$ cat src/rtl/interval_timer.sv
module interval_timer #(
  parameter int CNT_W  = 16,
  parameter int DATA_W = 32
) (
  input  logic              clk,
  input  logic              rst_n,
  input  logic [1:0]        addr,
  input  logic              wr_en,
  input  logic [DATA_W-1:0] wr_data,
  output logic [DATA_W-1:0] rd_data,
  input  logic              tick,
  output logic              irq
);
  localparam logic [1:0] A_CTRL  = 2'd0;
  localparam logic [1:0] A_LOAD  = 2'd1;
  localparam logic [1:0] A_COUNT = 2'd2;
  localparam logic [1:0] A_ACK   = 2'd3;
  localparam logic [CNT_W-1:0] ONE = CNT_W'(1);

  logic             run, auto_rl, pending;
  logic [CNT_W-1:0] load_val, count;

  wire ctrl_wr = wr_en && (addr == A_CTRL);
  wire load_wr = wr_en && (addr == A_LOAD);
  wire ack_wr  = wr_en && (addr == A_ACK);
  wire start   = ctrl_wr && wr_data[0] && !run;
  wire counted = run && tick && !ctrl_wr;
  wire expire  = counted && (count <= ONE);

  logic unused_hi;
  assign unused_hi = ^wr_data[DATA_W-1:CNT_W];

  always_ff @(posedge clk or negedge rst_n) begin
    if (!rst_n) begin
      run     <= 1'b0;
      auto_rl <= 1'b0;
    end else if (ctrl_wr) begin
      run     <= wr_data[0];
      auto_rl <= wr_data[1];
    end else if (expire && !auto_rl) begin
      run <= 1'b0;
    end
  end

  always_ff @(posedge clk or negedge rst_n) begin
    if (!rst_n)       load_val <= '0;
    else if (load_wr) load_val <= wr_data[CNT_W-1:0];
  end

  always_ff @(posedge clk or negedge rst_n) begin
    if (!rst_n)       count <= '0;
    else if (start)   count <= load_val;
    else if (expire)  count <= auto_rl ? load_val : '0;
    else if (counted) count <= count - ONE;
  end

  always_ff @(posedge clk or negedge rst_n) begin
    if (!rst_n)       pending <= 1'b0;
    else if (expire)  pending <= 1'b1;
    else if (ack_wr)  pending <= 1'b0;
  end

  assign irq = pending;

  always_comb begin
    rd_data = '0;
    case (addr)
      A_CTRL:  rd_data[1:0] = {auto_rl, run};
      A_LOAD:  rd_data[CNT_W-1:0] = load_val;
      A_COUNT: rd_data[CNT_W-1:0] = count;
      default: rd_data = '0;
    endcase
  end

  assert_start_load_R3: assert property (@(posedge clk) disable iff (!rst_n)
    start |=> count == $past(load_val));
  assert_decrement_R4: assert property (@(posedge clk) disable iff (!rst_n)
    counted && count > ONE |=> count == $past(count) - ONE);
  assert_hold_R4: assert property (@(posedge clk) disable iff (!rst_n)
    (!tick || !run) && !ctrl_wr |=> $stable(count));
  assert_irq_on_expiry_R5: assert property (@(posedge clk) disable iff (!rst_n)
    expire |=> irq);
  assert_irq_held_R5: assert property (@(posedge clk) disable iff (!rst_n)
    irq && !ack_wr |=> irq);
  assert_auto_reload_R6: assert property (@(posedge clk) disable iff (!rst_n)
    expire && auto_rl |=> run && count == $past(load_val));
  assert_oneshot_stop_R7: assert property (@(posedge clk) disable iff (!rst_n)
    expire && !auto_rl |=> !run && count == '0);
  assert_ack_clears_R8: assert property (@(posedge clk) disable iff (!rst_n)
    ack_wr && !expire |=> !irq);
  assert_ctrl_tick_R10: assert property (@(posedge clk) disable iff (!rst_n)
    ctrl_wr && !start |=> $stable(count));
endmodule

$ cat config.mk
export PLATFORM = sky130hd
export DESIGN_NAME = interval_timer
export DESIGN_NICKNAME = d
export VERILOG_FILES = /design/src/rtl/interval_timer.sv
export SDC_FILE = /design/constraint.sdc
export NUM_CORES = 1
export LEC_CHECK = 0
export BUFFER_PORTS_ARGS = -buffer_cell sky130_fd_sc_hd__buf_2
export CORE_AREA = 2 2 66 75
export CTS_CLUSTER_SIZE = 28
export DETAILED_ROUTE_END_ITERATION = 8
export DIE_AREA = 0 0 68 77
export PLACE_DENSITY_LB_ADDON = 0.25
export REMOVE_ABC_BUFFERS = 1
export SYNTH_ARGS = -nofsm -noshare
export SYNTH_HDL_FRONTEND = slang
export SYNTH_SLANG_ARGS = --single-unit
$ cat constraint.sdc
create_clock -name clk -period 2.8 [get_ports clk]
set_input_delay 0.28 -clock clk [delete_from_list [all_inputs] [get_ports clk]]
set_output_delay 0.28 -clock clk [all_outputs]
set_load 0.05 [all_outputs]
==> reports/results.txt <==
Period utilization: 89.4%
Antenna diodes: 0
Final #Nets: 310
Fraction of registers with async set or reset after synthesis: 100%
Worst-path clk slew: 0.07 ns
CTS sink count: 35
Antenna violations before repair: 0
Post-synthesis sequential area ratio: 39.5%
Status: finished, final reports clean
# setup viols final: 0
Worst-Margin Slew: 0.819 ns
Hold_buf cts: 0
Initial core utilization: 49.4%
Slew Viols, Final: 0
Clock Path Buffers: 2
Root Buffer: clkbuf_8
Initial DRC count: 90
R2R cell count: 5
Yosys cell types: 40
Post-synth EDFFs: 0
Final worst slack: 0.298 ns
Vias/cell: 5.61
Crit Path Max Fanout: 10
Core area: 0.00449 mm²
H-Tree Depth: 2
Post-DRT Antenna Nets: 0
Grt ovf: 0
Startpoint types: register
Critical path arrival: 2.67 ns
Post-DP HPWL: 3330 µm
Die width: 68 µm
Leak Pwr: 1.08 nW
Drc violations: 0
Die area: 0.00524 mm²
Via count of the routed design: 1,805
DRT Pass-1 Iters: 4
Vias in the first global route: 1,680
Syn. warnings: 0
Die Y: 77 µm
Worst R2R End: count[14]
Synthesized instance count: 223
Relative slew slack: 45.2%
Final worst path period need: 2.50 ns
Routed len/inst: 15.0 µm
RR Startpoint: count[8]
CP Capture Type: register
R2R setup slack: 0.30 ns
Gpl congestion: 0.805
Share of layout cells above drive strength 1: 29.7%
Core Rows: 26
Total track usage: 20.4%
PortBufs: 38
Syn Area/Cell: 9.95 µm²
First-pass GRT wire length: 8180 µm
Worst Hold Class: in -> async
Ys flop type: dfrtp_1
Total Neg Setup Slack: 0 ns
IO Count: 71
Max cap viols: 0
CP Class: reg -> reg
CTS tree: done
Final hold vios: 0
Total CTS buffers: 5
Req. time, crit path: 2.97 ns
Worst-skew pair later-pin latency: 0.29 ns
Worst vdd ir: 309 µV
DRT Wirelength: 4830 µm
Pwr Density: 604 mW/mm²
Clk_skew: 0.00674 ns
Yosys reg bits: 35
Fmax: 400 MHz
Post_cts resized: 0
P&R area growth vs syn: 12.8%
Worst slack at placement: 0.285 ns
Post-CTS Setup Bufs: 0
Setup crit start: count[8]
Largest net degree at the start of global routing: 36
Mapped cell area: 0.00222 mm²
RSZ-0062 raised after global routing: no
[power breakdown]
| group | internal (mW) | switching (mW) | total (mW) |
|---|---|---|---|
| clock network | 0.174 | 0.180 | 0.354 |
| logic | 0.182 | 0.282 | 0.465 |
| registers | 0.593 | 0.100 | 0.693 |
| total | 0.949 | 0.562 | 1.51 |
[flip-flops by register name (all words and copies together) (netlist names)]
signal / flops
auto_rl: 1
count: 16
irq: 1
load_val: 16
run: 1
[critical path, cell delays in order, from the launching register on]
cell and delay [ns]:
dfrtp_1 0.44, or4_4 0.58, or4_4 0.51, o31ai_4 0.49, a21oi_1 0.10, a221o_1 0.28
[cells in the mapped netlist (6+ instances only)]
master,instances,area [µm²]
a22oi_1,18,135
a221o_1,6,60.1
a21oi_1,7,35.0
dfrtp_1,35,876
nor3_1,10,50.1
buf_4,16,120
nor2b_1,15,93.8
nor2_1,7,26.3
o21ai_0,8,40.0
mux2_2,17,191
clkbuf_1,8,30.0
ha_1,7,87.6
nand2_1,18,67.6
[cells by family (layout without fill, tap and decap cells)]
family          Yosys count  count (layout)  synth area share (%)
fa+ha+maj                 7               7                  3.95
simple gates             73              73                  17.9
compound gates           54              54                  19.0
flops                    35              35                  39.5
mux                      19              19                  9.53
other cells               1              16                 0.169
buf+inv                  32              60                  9.19
xor+xnor                  2               2                 0.790
[per-layer routing]
layer  vias up  track usage (%)  wire (µm)
met1       864             26.9       2110
met2        52             33.4       2430
met3         6             3.96        225
li1        883                -          -
met5         -                0          0
met4         0             6.00         59
[final cells by class]
| cell class | instances | area (µm²) |
|---|---|---|
| Clock inverter | 1 | 5.00 |
| Tap cell | 56 | 70.1 |
| Fill cell | 433 | 1990 |
| Multi-Input combinational cell | 171 | 1190 |
| Sequential cell | 35 | 876 |
| Timing Repair Buffer | 48 | 265 |
| Inverter | 4 | 15.0 |
| Clock buffer | 7 | 76.3 |
[cells in the final DEF, fill, tap and decap left out, types with 2 or more instances in the layout]
| master | instances |
|---|---|
| o211ai_1 | 4 |
| o31ai_4 | 2 |
| xnor2_1 | 2 |
| conb_1 | 16 |
| inv_1 | 4 |
| a222oi_1 | 2 |
| clkbuf_8 | 5 |
| a21oi_1 | 7 |
| nand2_1 | 18 |
| nor2_1 | 7 |
| or3_2 | 3 |
| mux2i_1 | 2 |
| nand3_1 | 5 |
| or3_1 | 4 |
| nor3_1 | 10 |
| nor4_1 | 2 |
| nor2b_1 | 15 |
| clkbuf_1 | 2 |
| mux2_2 | 17 |
| buf_2 | 38 |
| a22oi_1 | 18 |
| ha_1 | 7 |
| buf_4 | 10 |
| a221o_1 | 6 |
| or4_1 | 2 |
| or4_4 | 2 |
| o21ai_0 | 8 |
| dfrtp_1 | 35 |
[worst max path at each step]
stage | to | slack (ns) | cells past startpoint
after floorplan | count[8] | 0.27 | 7
after global placement | count[5] | 0.33 | 5
after detailed placement | count[1] | 0.28 | 5
after CTS | count[1] | 0.28 | 5
after global routing | count[14] | 0.20 | 5
final | count[14] | 0.30 | 5
[stage by stage]
step	util, %	total power, mW	hold WS, ns	cell area [µm²]	std cells
global route	55.7	1.61	0.135	2500	322
global placement	53.9	1.16	0.409	2420	314
CTS	55.7	1.53	0.0991	2500	322
floorplan	-	1.03	-0.0156	2090	210
detailed placement	53.9	1.17	0.414	2420	314
finish	55.7	1.51	0.0690	2500	322
Power figures use the tool's default switching activity.
